[src/rtl/tr_pkg.sv]
package tr_pkg;

  typedef enum logic {
    RING_PARK = 1'b0,
    RING_RUN  = 1'b1
  } ring_state_e;

  function automatic int safe_clog2(input int v);
    return (v > 1) ? $clog2(v) : 1;
  endfunction

endpackage

[src/rtl/tr_launch.sv]
module tr_launch
  import tr_pkg::*;
#(
  parameter int LAUNCH_DLY = 20,
  localparam int CW = safe_clog2(LAUNCH_DLY + 1)
) (
  input  logic clk,
  input  logic rst_n,
  input  logic armed,
  input  logic any_ne,
  output logic fire
);

  logic [CW-1:0] cnt_q, cnt_d;
  logic          at_end;

  assign at_end = (cnt_q == CW'(LAUNCH_DLY - 1));
  assign fire   = armed && any_ne && at_end;

  always_comb begin
    cnt_d = cnt_q;
    if (!armed || !any_ne) begin
      cnt_d = '0;
    end else if (at_end) begin
      cnt_d = '0;
    end else begin
      cnt_d = cnt_q + CW'(1);
    end
  end

  always_ff @(posedge clk or negedge rst_n) begin
    if (!rst_n) begin
      cnt_q <= '0;
    end else begin
      cnt_q <= cnt_d;
    end
  end

endmodule

[src/rtl/tr_ring.sv]
module tr_ring
  import tr_pkg::*;
#(
  parameter int NCH      = 16,
  parameter int SLOT_CYC = 4,
  localparam int PW = safe_clog2(SLOT_CYC)
) (
  input  logic           clk,
  input  logic           rst_n,
  input  logic           fire,
  input  logic           any_ne,
  output logic           parked,
  output logic           slot_first,
  output logic [NCH-1:0] token
);

  ring_state_e    st_q, st_d;
  logic [NCH-1:0] tok_q, tok_d;
  logic [PW-1:0]  ph_q, ph_d;
  logic           ph_last;

  assign ph_last    = (ph_q == PW'(SLOT_CYC - 1));
  assign parked     = (st_q == RING_PARK);
  assign slot_first = (st_q == RING_RUN) && (ph_q == '0);
  assign token      = tok_q;

  always_comb begin
    st_d  = st_q;
    tok_d = tok_q;
    ph_d  = ph_q;
    unique case (st_q)
      RING_PARK: begin
        if (fire) begin
          st_d  = RING_RUN;
          tok_d = NCH'(1);
          ph_d  = '0;
        end
      end
      RING_RUN: begin
        if (ph_last) begin
          ph_d = '0;
          if (tok_q[NCH-1]) begin
            if (any_ne) begin
              tok_d = NCH'(1);
            end else begin
              st_d  = RING_PARK;
              tok_d = '0;
            end
          end else begin
            tok_d = tok_q << 1;
          end
        end else begin
          ph_d = ph_q + PW'(1);
        end
      end
      default: begin
        st_d  = RING_PARK;
        tok_d = '0;
        ph_d  = '0;
      end
    endcase
  end

  always_ff @(posedge clk or negedge rst_n) begin
    if (!rst_n) begin
      st_q  <= RING_PARK;
      tok_q <= '0;
      ph_q  <= '0;
    end else begin
      st_q  <= st_d;
      tok_q <= tok_d;
      ph_q  <= ph_d;
    end
  end

endmodule

[src/rtl/tr_serial.sv]
module tr_serial
  import tr_pkg::*;
#(
  parameter int NCH   = 16,
  parameter int PKT_W = 6,
  parameter int NPKT  = 4,
  localparam int WORD_W = NPKT * PKT_W,
  localparam int LW     = safe_clog2(NPKT)
) (
  input  logic              clk,
  input  logic              rst_n,
  input  logic              cap,
  input  logic [NCH-1:0]    cap_sel,
  input  logic [WORD_W-1:0] word,
  output logic [PKT_W-1:0]  pkt,
  output logic              valid,
  output logic [NCH-1:0]    sel
);

  logic [PKT_W-1:0]  pkt_q, pkt_d;
  logic [WORD_W-1:0] rest_q, rest_d;
  logic [LW-1:0]     left_q, left_d;
  logic              vld_q, vld_d;
  logic [NCH-1:0]    sel_q, sel_d;

  always_comb begin
    pkt_d  = pkt_q;
    rest_d = rest_q;
    left_d = left_q;
    vld_d  = vld_q;
    sel_d  = sel_q;
    if (cap) begin
      pkt_d  = word[WORD_W-1 -: PKT_W];
      rest_d = word << PKT_W;
      left_d = LW'(NPKT - 1);
      vld_d  = 1'b1;
      sel_d  = cap_sel;
    end else if (left_q != '0) begin
      pkt_d  = rest_q[WORD_W-1 -: PKT_W];
      rest_d = rest_q << PKT_W;
      left_d = left_q - LW'(1);
    end else if (vld_q) begin
      vld_d = 1'b0;
      sel_d = '0;
    end
  end

  always_ff @(posedge clk or negedge rst_n) begin
    if (!rst_n) begin
      pkt_q  <= '0;
      rest_q <= '0;
      left_q <= '0;
      vld_q  <= 1'b0;
      sel_q  <= '0;
    end else begin
      pkt_q  <= pkt_d;
      rest_q <= rest_d;
      left_q <= left_d;
      vld_q  <= vld_d;
      sel_q  <= sel_d;
    end
  end

  assign pkt   = pkt_q;
  assign valid = vld_q;
  assign sel   = sel_q;

endmodule

[src/rtl/tr_poll_mgr.sv]
module tr_poll_mgr
  import tr_pkg::*;
#(
  parameter int NCH        = 16,
  parameter int SLOT_CYC   = 4,
  parameter int LAUNCH_DLY = 20,
  parameter int PKT_W      = 6,
  parameter int NPKT       = 4,
  localparam int WORD_W    = NPKT * PKT_W
) (
  input  logic                  clk,
  input  logic                  rst_n,
  input  logic [NCH-1:0]        chan_nempty,
  input  logic [NCH*WORD_W-1:0] chan_word,
  output logic [NCH-1:0]        chan_rd,
  output logic [NCH-1:0]        token,
  output logic [NCH-1:0]        ana_sel,
  output logic [PKT_W-1:0]      bus_pkt,
  output logic                  bus_valid
);

  logic           any_ne;
  logic           parked;
  logic           fire;
  logic           slot_first;
  logic           cap;
  logic [NCH-1:0] tok;
  logic [NCH-1:0] rd;
  logic [WORD_W-1:0] masked [NCH];
  logic [WORD_W-1:0] sel_word;

  assign any_ne = |chan_nempty;

  tr_launch #(.LAUNCH_DLY(LAUNCH_DLY)) u_launch (
    .clk    (clk),
    .rst_n  (rst_n),
    .armed  (parked),
    .any_ne (any_ne),
    .fire   (fire)
  );

  tr_ring #(.NCH(NCH), .SLOT_CYC(SLOT_CYC)) u_ring (
    .clk        (clk),
    .rst_n      (rst_n),
    .fire       (fire),
    .any_ne     (any_ne),
    .parked     (parked),
    .slot_first (slot_first),
    .token      (tok)
  );

  assign rd  = tok & chan_nempty & {NCH{slot_first}};
  assign cap = |rd;

  for (genvar c = 0; c < NCH; c++) begin : g_mux
    assign masked[c] = chan_word[c*WORD_W +: WORD_W] & {WORD_W{rd[c]}};
  end

  always_comb begin
    sel_word = '0;
    for (int c = 0; c < NCH; c++) begin
      sel_word = sel_word | masked[c];
    end
  end

  tr_serial #(.NCH(NCH), .PKT_W(PKT_W), .NPKT(NPKT)) u_serial (
    .clk     (clk),
    .rst_n   (rst_n),
    .cap     (cap),
    .cap_sel (rd),
    .word    (sel_word),
    .pkt     (bus_pkt),
    .valid   (bus_valid),
    .sel     (ana_sel)
  );

  assign chan_rd = rd;
  assign token   = tok;

endmodule

[config.mk]
export PLATFORM = sky130hd
export DESIGN_NAME = tr_poll_mgr
export DESIGN_NICKNAME = d
export VERILOG_FILES = /design/src/rtl/tr_pkg.sv /design/src/rtl/tr_launch.sv /design/src/rtl/tr_ring.sv /design/src/rtl/tr_serial.sv /design/src/rtl/tr_poll_mgr.sv
export SDC_FILE = /design/constraint.sdc
export NUM_CORES = 1
export LEC_CHECK = 0
export BUFFER_PORTS_ARGS = -buffer_cell sky130_fd_sc_hd__buf_4
export CAP_MARGIN = 25
export CORE_AREA = 5 5 176 178
export CTS_BUF_LIST = sky130_fd_sc_hd__clkbuf_8
export DETAILED_ROUTE_END_ITERATION = 10
export DIE_AREA = 0 0 181 183
export MAX_ROUTING_LAYER = met4
export SETUP_SLACK_MARGIN = 0.05
export SYNTH_ARGS = -nofsm -noshare
export SYNTH_HDL_FRONTEND = slang
export SYNTH_SLANG_ARGS = --single-unit
[constraint.sdc]
create_clock -name clk -period 4.85 [get_ports clk]
set_input_delay 0.2425 -clock clk [delete_from_list [all_inputs] [get_ports clk]]
set_output_delay 0.2425 -clock clk [all_outputs]
set_load 0.02 [all_outputs]
==> impl_metrics.toml, run 1 <==
[logic_synthesis]
seq_area_frac_synth = 0.3364
synth.largest_area_cell = "dfrtp_1"
synth.most_common_cell = "a22oi_1"
avgSynthCellArea_sq_um = 9.280
async_reset_ff_frac = 1.000
syn-cell-area_sq_um = 4984
ys.warnings.count = 0
ys_ff_latch = 67
synth_edf_count = 0
synth_ff_type = "dfrtp_1"
yosys-top-cells-count = "189 x a22oi_1, 67 x dfrtp_1, 46 x nand4_1"
syn-instance-count = 537
synth.top_cell.area_share = 0.3364
synth_nets = 943
yosys-top-cells-area = "dfrtp_1 34%, a22oi_1 28%, nand4_1 5.8%, a22o_1 4.4%, mux2i_1 3.8%"
ys_types = 35

[grt]
grt_pass1_vias = 7460
grt_max_degree = 68
antenna_found_initial = 0
grt_overflow_total = 0
grtUsageTotal = 0.2109
grt_pass1_wl_um = 50530

[clock_tree]
postCtsSetupBuffers = 0
cts.path.max_buffers = 2
cts_max_level = 3
clock_sinks = 67
clk_pin_slew_ps = 100
cts-root-buf = "clkbuf_8"
numCtsBuffers = 9
cts_tree = "built"
worstSkewPairLatency_ps = 370

[floorplanning]
std_cell_rows = 63
die_w_um = 181
io_pins = 457
die_h_um = 183
core-area_sq_um = 29240
die-area_sq_um = 33120
initial_core_util = 0.1704

[place]
gp_congestion = 0.9483
pre_cts_slack_ps = 2047
portBuffers = 456
dpl.hpwl_um = 27300

[job]
max-cap-violations = 0

[layout]
diodes = 0
layout-drive-gt1-share = 0.5198
fin_util = 0.3040
fillers = 3091
syn_to_final_growth_pct = 78.41
finalNetCount = 1361

[sta]
setup_ws_ps = 1766
clock_skew_ps = 13.27
worst_pin_slew_ps = 1048
final.setup.tns_ps = 0
max_freq_mhz = 324.3
relSlewSlack = 0.2987
rsz0062_at_grt = "no"
finalSetupViolCount = 0
final-max-slew-violation-count = 0
period_minus_slack_ps = 3084
timing_hold_violations_final = 0
fin_crit_sh = 0.6358

[worst_setup_path]
crit_path_end_kind = "primary output"
worstPathRequired_ps = 4610
worstPathMaxFanout = 17
crit_arrival_ps = 2840
crit_type = "reg2out"
startpoint_type = "flop"

[pwr]
leakage_nw = 4.249
ir_worst_vdd_mv = 0.1233
power_density_nw_per_um2 = 182.7

[route]
vias = 6962
dr.first_iter.drc_count = 526
routed_wl_um = 36260
avgViaCountPerCell = 5.157
wire_per_inst_um = 26.86
ant_nets = 0
dr.pass1.iters = 5
drc = 0

[status]
status = "complete, no violations"

[hold_path]
holdCritPathClass = "in2reg"
-- worst max-delay path, cell delays in order, from the launching register on --
cell	delay (ps)
dfrtp_1	430
inv_1	80
ha_1	460
and4_1	820
buf_4	440
buf_4	210
-- power breakdown --
group / internal (mW) / switching [mW]
registers: 0.608 / 0.0430
clock network: 0.200 / 0.290
logic: 0.293 / 0.191
total: 1.10 / 0.524
-- flip-flops by register name, summed over array words and instances (netlist names), 2 cells and up --
name,count
u_serial.left_q,2
u_launch.cnt_q,5
u_ring.token,16
u_serial.rest_q,18
u_serial.pkt,6
u_ring.ph_q,2
u_serial.sel,16
-- layout make-up --
cell class / instances / area (sq um) / share of cell area
Clock buffer: 9 / 123.9 / 0.01393
Sequential cell: 67 / 1677 / 0.1886
Multi-Input combinational cell: 405 / 2979 / 0.3351
Tap cell: 390 / 488.0 / 0.05488
Clock inverter: 7 / 67.56 / 0.007599
Timing Repair Buffer: 466 / 3533 / 0.3974
Inverter: 6 / 22.52 / 0.002533
-- stage by stage --
stage	cell area [sq um]	power [mW]	hold slack (ps)	cells
floorplan	4984	0.7780	-53.09	537
global placement	8642	1.146	446.8	1331
detailed placement	8642	1.148	453.7	1331
CTS	8833	1.662	24.84	1347
global route	8891	1.723	163.2	1350
finish	8891	1.625	179.8	1350
-- logic make-up (layout without fill, tap and decap cells) --
family	after synthesis	in the layout	share of synthesized area
AOI/OAI and AO/OA	266	266	0.4077
xor gates and xnor gates	3	3	0.005273
adders and majority gates	4	4	0.01004
buffers and inverters	65	488	0.07080
DFF	67	67	0.3364
muxes	19	19	0.03816
and+or+nand+nor	113	113	0.1316
-- routing by layer --
metal  up-vias  share of wire  routed length, um  global-route usage
met5         -              0                  0                   -
met4         0          0.021                773             0.05704
met3        63          0.075               2702             0.04383
met2       431           0.48              17300              0.3406
met1      3411           0.43              15480              0.2705
li1       3057              -                  -                   -
-- final timing paths --
check	start	end	slack, ps	cells after the start
max in group asynchronous	rst_n	u_serial.rest_q[22]$_DFFE_PN0P_	4060	3
min in group asynchronous	rst_n	u_ring.token[7]$_DFFE_PN0P_	230	2
worst min register to register	u_launch.cnt_q[0]$_DFF_PN0_	u_launch.cnt_q[0]$_DFF_PN0_	470	1
worst max-delay path	u_ring.ph_q[0]$_DFFE_PN0P_	chan_rd[4]	1770	5
worst max register to register	u_ring.ph_q[0]$_DFFE_PN0P_	u_serial.pkt[1]$_DFFE_PN0P_	2130	8
worst min-delay path	chan_word[267]	u_serial.rest_q[9]$_DFFE_PN0P_	180	4
-- what timing repair did --
action                    CTS  global route
hold buffers                0             1
hold endpoints to repair    0            67
resized for setup           0             0
-- cell usage in the layout, fill, tap and decap left out, drive strengths merged --
| cell | instances |
|---|---|
| dfrtp | 67 |
| nand3 | 5 |
| a211o | 7 |
| and4 | 17 |
| o21a | 1 |
| a22o | 25 |
| nand4 | 46 |
| clkbuf | 9 |
| ha | 4 |
| clkinv | 2 |
| clkinvlp | 1 |
| o21ai | 19 |
| mux2i | 19 |
| inv | 10 |
| and2 | 1 |
| nand2b | 2 |
| xnor2 | 2 |
| a221oi | 4 |
| a21o | 17 |
| nand2 | 4 |
| nor2 | 33 |
| buf | 465 |
| o221ai | 1 |
| a22oi | 189 |
| nor4 | 4 |
| a31oi | 1 |
| or2 | 1 |
| xor2 | 1 |
| a41oi | 1 |
| a21oi | 1 |
| dlygate4sd3 | 1 |
Note: power is estimated with default switching activity, not from simulation.
==> run 2, diff against run 1 <==
--- a/config.mk
+++ b/config.mk
@@ -7,10 +7,10 @@
 export LEC_CHECK = 0
 export BUFFER_PORTS_ARGS = -buffer_cell sky130_fd_sc_hd__buf_4
 export CAP_MARGIN = 25
-export CORE_AREA = 5 5 176 178
+export CORE_AREA = 5 5 173 175
 export CTS_BUF_LIST = sky130_fd_sc_hd__clkbuf_8
 export DETAILED_ROUTE_END_ITERATION = 10
-export DIE_AREA = 0 0 181 183
+export DIE_AREA = 0 0 178 180
 export MAX_ROUTING_LAYER = met4
 export SETUP_SLACK_MARGIN = 0.05
 export SYNTH_ARGS = -nofsm -noshare
==> constraint.sdc (replaced) <==
create_clock -name clk -period 2.9 [get_ports clk]
set_input_delay 0.145 -clock clk [delete_from_list [all_inputs] [get_ports clk]]
set_output_delay 0.145 -clock clk [all_outputs]
set_load 0.02 [all_outputs]
==> run 2 against run 1 <==
  * Die area decreased by 3.3%
  * First-iteration DRC count rose by 4.9%
  * Critical endpoint is now chan_rd[10]
  * Critical path type unchanged
  * Register-to-register slack worse by 1800 ps
==> impl_metrics.toml, run 2 (synthesis results as in run 1) <==
[sta]
relSlewSlack = 0.4873
clock_skew_ps = 11.72
final.setup.tns_ps = 0
fin_crit_sh = 0.8946
period_minus_slack_ps = 2594
max_freq_mhz = 385.4
worst_pin_slew_ps = 769.0
rsz0062_at_grt = "no"
finalSetupViolCount = 0
timing_hold_violations_final = 0
final-max-slew-violation-count = 0

[clock_tree]
clock_sinks = 67
cts_resized = 0
worstSkewPairLatency_ps = 370
cts.path.max_buffers = 2
cts_tree = "built"
cts-root-buf = "clkbuf_8"
numCtsBuffers = 9
clk_pin_slew_ps = 90
cts_max_level = 3

[route]
wire_per_inst_um = 26.18
drc = 0
vias = 6939
dr.first_iter.drc_count = 552
dr.pass1.iters = 5
avgViaCountPerCell = 5.069
ant_nets = 0
routed_wl_um = 35840

[layout]
top_register = "u_serial.rest_q"
finalNetCount = 1384
layout_commonest_cell = "buf_4"
layout-drive-gt1-share = 0.5249
layout_common_cells = "483 x buf_4, 189 x a22oi_1, 67 x dfrtp_1, 46 x nand4_1, 32 x nor2_1"
largest_reg_flops = 18
fin_cells = 1369
syn_to_final_growth_pct = 82.85
fin_area_sq_um = 9112

[worst_setup_path]
worstPathRequired_ps = 2760
worstPathMaxFanout = 17
startpoint_type = "flop"
crit_type = "reg2out"
crit_path_end_kind = "primary output"
crit_arrival_ps = 2450

[place]
portBuffers = 456
placed_cell_area_sq_um = 8845
dpl.hpwl_um = 28780
dp.cells = 1349
gp_congestion = 0.9037

[pwr]
power_density_nw_per_um2 = 312.5
p_sw_uw = 823.7
p_seq_frac = 0.383
combPwrFrac = 0.281
clkPwrFrac = 0.335
p_int_mw = 2.024
ir_worst_vdd_mv = 0.2158
switching_share = 0.2892
leakage_nw = 4.402

[floorplanning]
io_pins = 457
die_h_um = 180
core-area_sq_um = 28310
initial_core_util = 0.1760
die-area_sq_um = 32040
die_w_um = 178
std_cell_rows = 62

[job]
max-cap-violations = 0

[grt]
grt_pass1_wl_um = 49050
grtUsageTotal = 0.2149
grt_max_degree = 68
antenna_found_initial = 2
grt_pass1_vias = 7453
grt_overflow_total = 0

[status]
status = "complete, no violations"

[hold_path]
holdCritPathClass = "in2reg"
## run 2: final cells by class
| cell class | instances | area (sq um) |
|---|---|---|
| Clock inverter | 6 | 95.09 |
| Antenna cell | 2 | 5.005 |
| Multi-Input combinational cell | 405 | 2959 |
| Inverter | 6 | 22.52 |
| Clock buffer | 10 | 137.6 |
| Timing Repair Buffer | 489 | 3736 |
| Sequential cell | 67 | 1677 |
| Fill cell | 2999 | 19200 |
| Tap cell | 384 | 480.5 |
## run 2: routing by layer
layer,vias to the layer above,GRT usage,wire length (um)
li1,3109,-,-
met2,454,0.3533,17220
met3,50,0.05609,3325
met1,3326,0.2619,14520
met4,0,0.05507,775
met5,-,-,0
## run 2: worst paths after layout
kind / start / to / slack [ps] / cells after the start
setup / recovery: u_ring.ph_q[0]$_DFFE_PN0P_ / chan_rd[10] / 310 / 6
hold / removal: chan_word[267] / u_serial.rest_q[9]$_DFFE_PN0P_ / 90 / 4
setup reg to reg: u_ring.ph_q[0]$_DFFE_PN0P_ / u_serial.rest_q[6]$_DFFE_PN0P_ / 360 / 7
hold reg to reg: u_launch.cnt_q[0]$_DFF_PN0_ / u_launch.cnt_q[0]$_DFF_PN0_ / 470 / 1
max in group asynchronous: rst_n / u_serial.rest_q[15]$_DFFE_PN0P_ / 2040 / 3
min in group asynchronous: rst_n / u_ring.token[2]$_DFFE_PN0P_ / 270 / 2
## run 2: stage by stage
stage          power, mW  setup slack, ps  utilization  hold WS (ps)
6_report           2.848            305.5       0.3218         90.84
5_1_grt            3.006            195.7       0.3218         78.37
4_1_cts            2.913            280.9       0.3209         58.46
3_5_place_dp       1.918            411.0       0.3124         364.6
3_3_place_gp       1.916            483.7       0.3124         359.9
2_1_floorplan      1.301             1008            -        -150.6
## run 2: what timing repair did
| action | CTS | global route |
|---|---|---|
| buffers inserted | 0 | 0 |
| hold buffers | 1 | 0 |
| endpoints found under the setup margin | 0 | 0 |
| endpoints found under the hold margin | 67 | 0 |
## run 2: power groups by stage
stage	clock network (mW)	logic [mW]	registers, mW
final	0.955	0.801	1.09
after floorplan	0	0.174	1.13
after global routing	1.04	0.863	1.10
after detailed placement	0	0.804	1.11
after CTS	1.01	0.807	1.10
after global placement	0	0.802	1.11
## run 2: critical path: stages (launching register included)
cell and delay (ps):
dfrtp_1 420, inv_1 70, ha_1 420, and4_1 410, buf_4 300, buf_4 250, buf_4 170
==> run 3, diff against run 2 <==
--- a/config.mk
+++ b/config.mk
@@ -12,6 +12,7 @@
 export DETAILED_ROUTE_END_ITERATION = 10
 export DIE_AREA = 0 0 178 180
 export MAX_ROUTING_LAYER = met4
+export PLACE_DENSITY_LB_ADDON = 0.08
 export SETUP_SLACK_MARGIN = 0.05
 export SYNTH_ARGS = -nofsm -noshare
 export SYNTH_HDL_FRONTEND = slang
==> run 3 against run 2 <==
  * Flip-flop and latch count unchanged
  * Combinational power up 2%
  * Clock power down 12%
  * Count of clock-buffer cells in the layout is 1 lower
  * Power shrank 3.6%
  * Hold slack better by 4.9 ps
  * Register-to-register slack gained 160 ps
  * Sequential share of layout area is essentially flat
==> impl_metrics.toml, run 3 (synthesis results as in run 1) <==
[place]
gp_congestion = 0.8918
pre_cts_slack_ps = 561.8
dp.cells = 1346
portBuffers = 456
dpl.hpwl_um = 30340

[route]
avgViaCountPerCell = 5.010
vias = 6838
wire_per_inst_um = 27.75
dr.first_iter.drc_count = 488
routed_wl_um = 37870
dr.pass1.iters = 5
drc = 0
ant_nets = 0

[grt]
antenna_found_initial = 1
grt_pass1_wl_um = 52100
grt_max_degree = 68
grt_pass1_vias = 7369
grtUsageTotal = 0.2296
grt_overflow_total = 0

[clock_tree]
cts.path.max_buffers = 2
clock_sinks = 67
clk_pin_slew_ps = 90
worstSkewPairLatency_ps = 370
cts-root-buf = "clkbuf_8"
numCtsBuffers = 9
cts_tree = "built"
cts_max_level = 3

[pwr]
leakage_nw = 4.374
ir_worst_vdd_mv = 0.2319
power_density_nw_per_um2 = 302.0
finalPower_mw = 2.745

[hold_path]
holdCritPathClass = "in2reg"

[sta]
hold_ws_ps = 95.71
finalSetupViolCount = 0
worst_pin_slew_ps = 782.9
timing_hold_violations_final = 0
relSlewSlack = 0.4781
setup_ws_ps = 342.3
rsz0062_at_grt = "no"
period_minus_slack_ps = 2558
final-max-slew-violation-count = 0
final.setup.tns_ps = 0
clock_skew_ps = 20.83
fin_crit_sh = 0.8820
max_freq_mhz = 391.0

[worst_setup_path]
r2r-end = "u_serial.rest_q[18]$_DFFE_PN0P_"
crit_path_end_kind = "primary output"
r2r-start = "u_ring.ph_q[0]$_DFFE_PN0P_"
worstPathRequired_ps = 2760
slowest_stage = "and4_1"
rrSetupSlack_ps = 520
crit_type = "reg2out"
crit_chain = "inv_1 -> ha_1 -> and4_1 -> buf_4 -> buf_4"
slowest_delay_ps = 650
reg2reg_depth = 8
startpoint_type = "flop"
worstPathMaxFanout = 17
crit_top_cell = "buf_4"
crit_arrival_ps = 2410
startpoint = "u_ring.ph_q[0]$_DFFE_PN0P_"
crit_end = "chan_rd[13]"

[layout]
layout_common_cells = "479 x buf_4, 189 x a22oi_1, 67 x dfrtp_1, 46 x nand4_1, 32 x nor2_1"
largest_reg_flops = 18
finalNetCount = 1381
syn_to_final_growth_pct = 82.40
top_register = "u_serial.rest_q"
layout-drive-gt1-share = 0.5214
layout_commonest_cell = "buf_4"
fin_cells = 1365

[floorplanning]
die_w_um = 178
die_h_um = 180
core-area_sq_um = 28310
std_cell_rows = 62
io_pins = 457
initial_core_util = 0.1760
die-area_sq_um = 32040

[job]
max-cap-violations = 0

[status]
status = "complete, no violations"
-- run 3: changes by cell type in the layout (fill, tap and decap cells not counted), moves of 2 or more --
cell    previous run  this run
buf_4            483       479
inv_6              2         4
and4_2             4         1
and4_1            12        15
-- run 3: critical path: cells and delay by family (launching register included) --
kind,cells,cell delay [ps]
buffers and inverters,3,510
DFF,1,420
adders and majority gates,1,460
and+or+nand+nor,1,650
-- run 3: timing repair --
item	4_1_cts	5_1_grt
buffers inserted	0	0
hold endpoints to repair	67	0
gates resized for setup	0	0
hold buffers	1	0
-- run 3: worst min-delay path by stage --
| stage | cells after the start | endpoint | from |
|---|---|---|---|
| 3_5_place_dp | 1 | u_serial.rest_q[15]$_DFFE_PN0P_ | rst_n |
| 5_1_grt | 4 | u_serial.rest_q[9]$_DFFE_PN0P_ | chan_word[267] |
| 6_report | 4 | u_serial.rest_q[9]$_DFFE_PN0P_ | chan_word[267] |
| 4_1_cts | 4 | u_serial.rest_q[9]$_DFFE_PN0P_ | chan_word[267] |
| 3_3_place_gp | 1 | u_serial.rest_q[12]$_DFFE_PN0P_ | rst_n |
| 2_1_floorplan | 0 | u_launch.cnt_q[0]$_DFF_PN0_ | rst_n |
-- run 3: power breakdown --
part	internal, mW	switching, mW
clock	0.411	0.431
sequential	1.02	0.0713
combinational	0.490	0.326
total	1.92	0.828
-- run 3: area by class of cell --
type	instances	area [sq um]
repair buffers	486	3734
well taps	384	480.5
clock inverters	7	81.33
clock buffers	9	123.9
diodes	1	2.502
flip-flops and latches	67	1677
multi-input cells	405	2969
fillers	3058	19220
inverters	6	22.52
-- run 3: layer usage --
layer | global-route usage | share of wire | wire length, um | vias up
met3 | 0.04916 | 0.070 | 2664 | 45
li1 | - | - | - | 3101
met5 | - | 0 | 0 | -
met1 | 0.2897 | 0.42 | 16020 | 3353
met2 | 0.3738 | 0.49 | 18370 | 339
met4 | 0.05817 | 0.022 | 817 | 0
-- run 3: stage by stage --
step                      area (sq um)  utilization
after floorplan                   4984            -
after global placement            8845       0.3124
after detailed placement          8845       0.3124
after CTS                         9060       0.3200
after global routing              9090       0.3210
final                             9090       0.3210
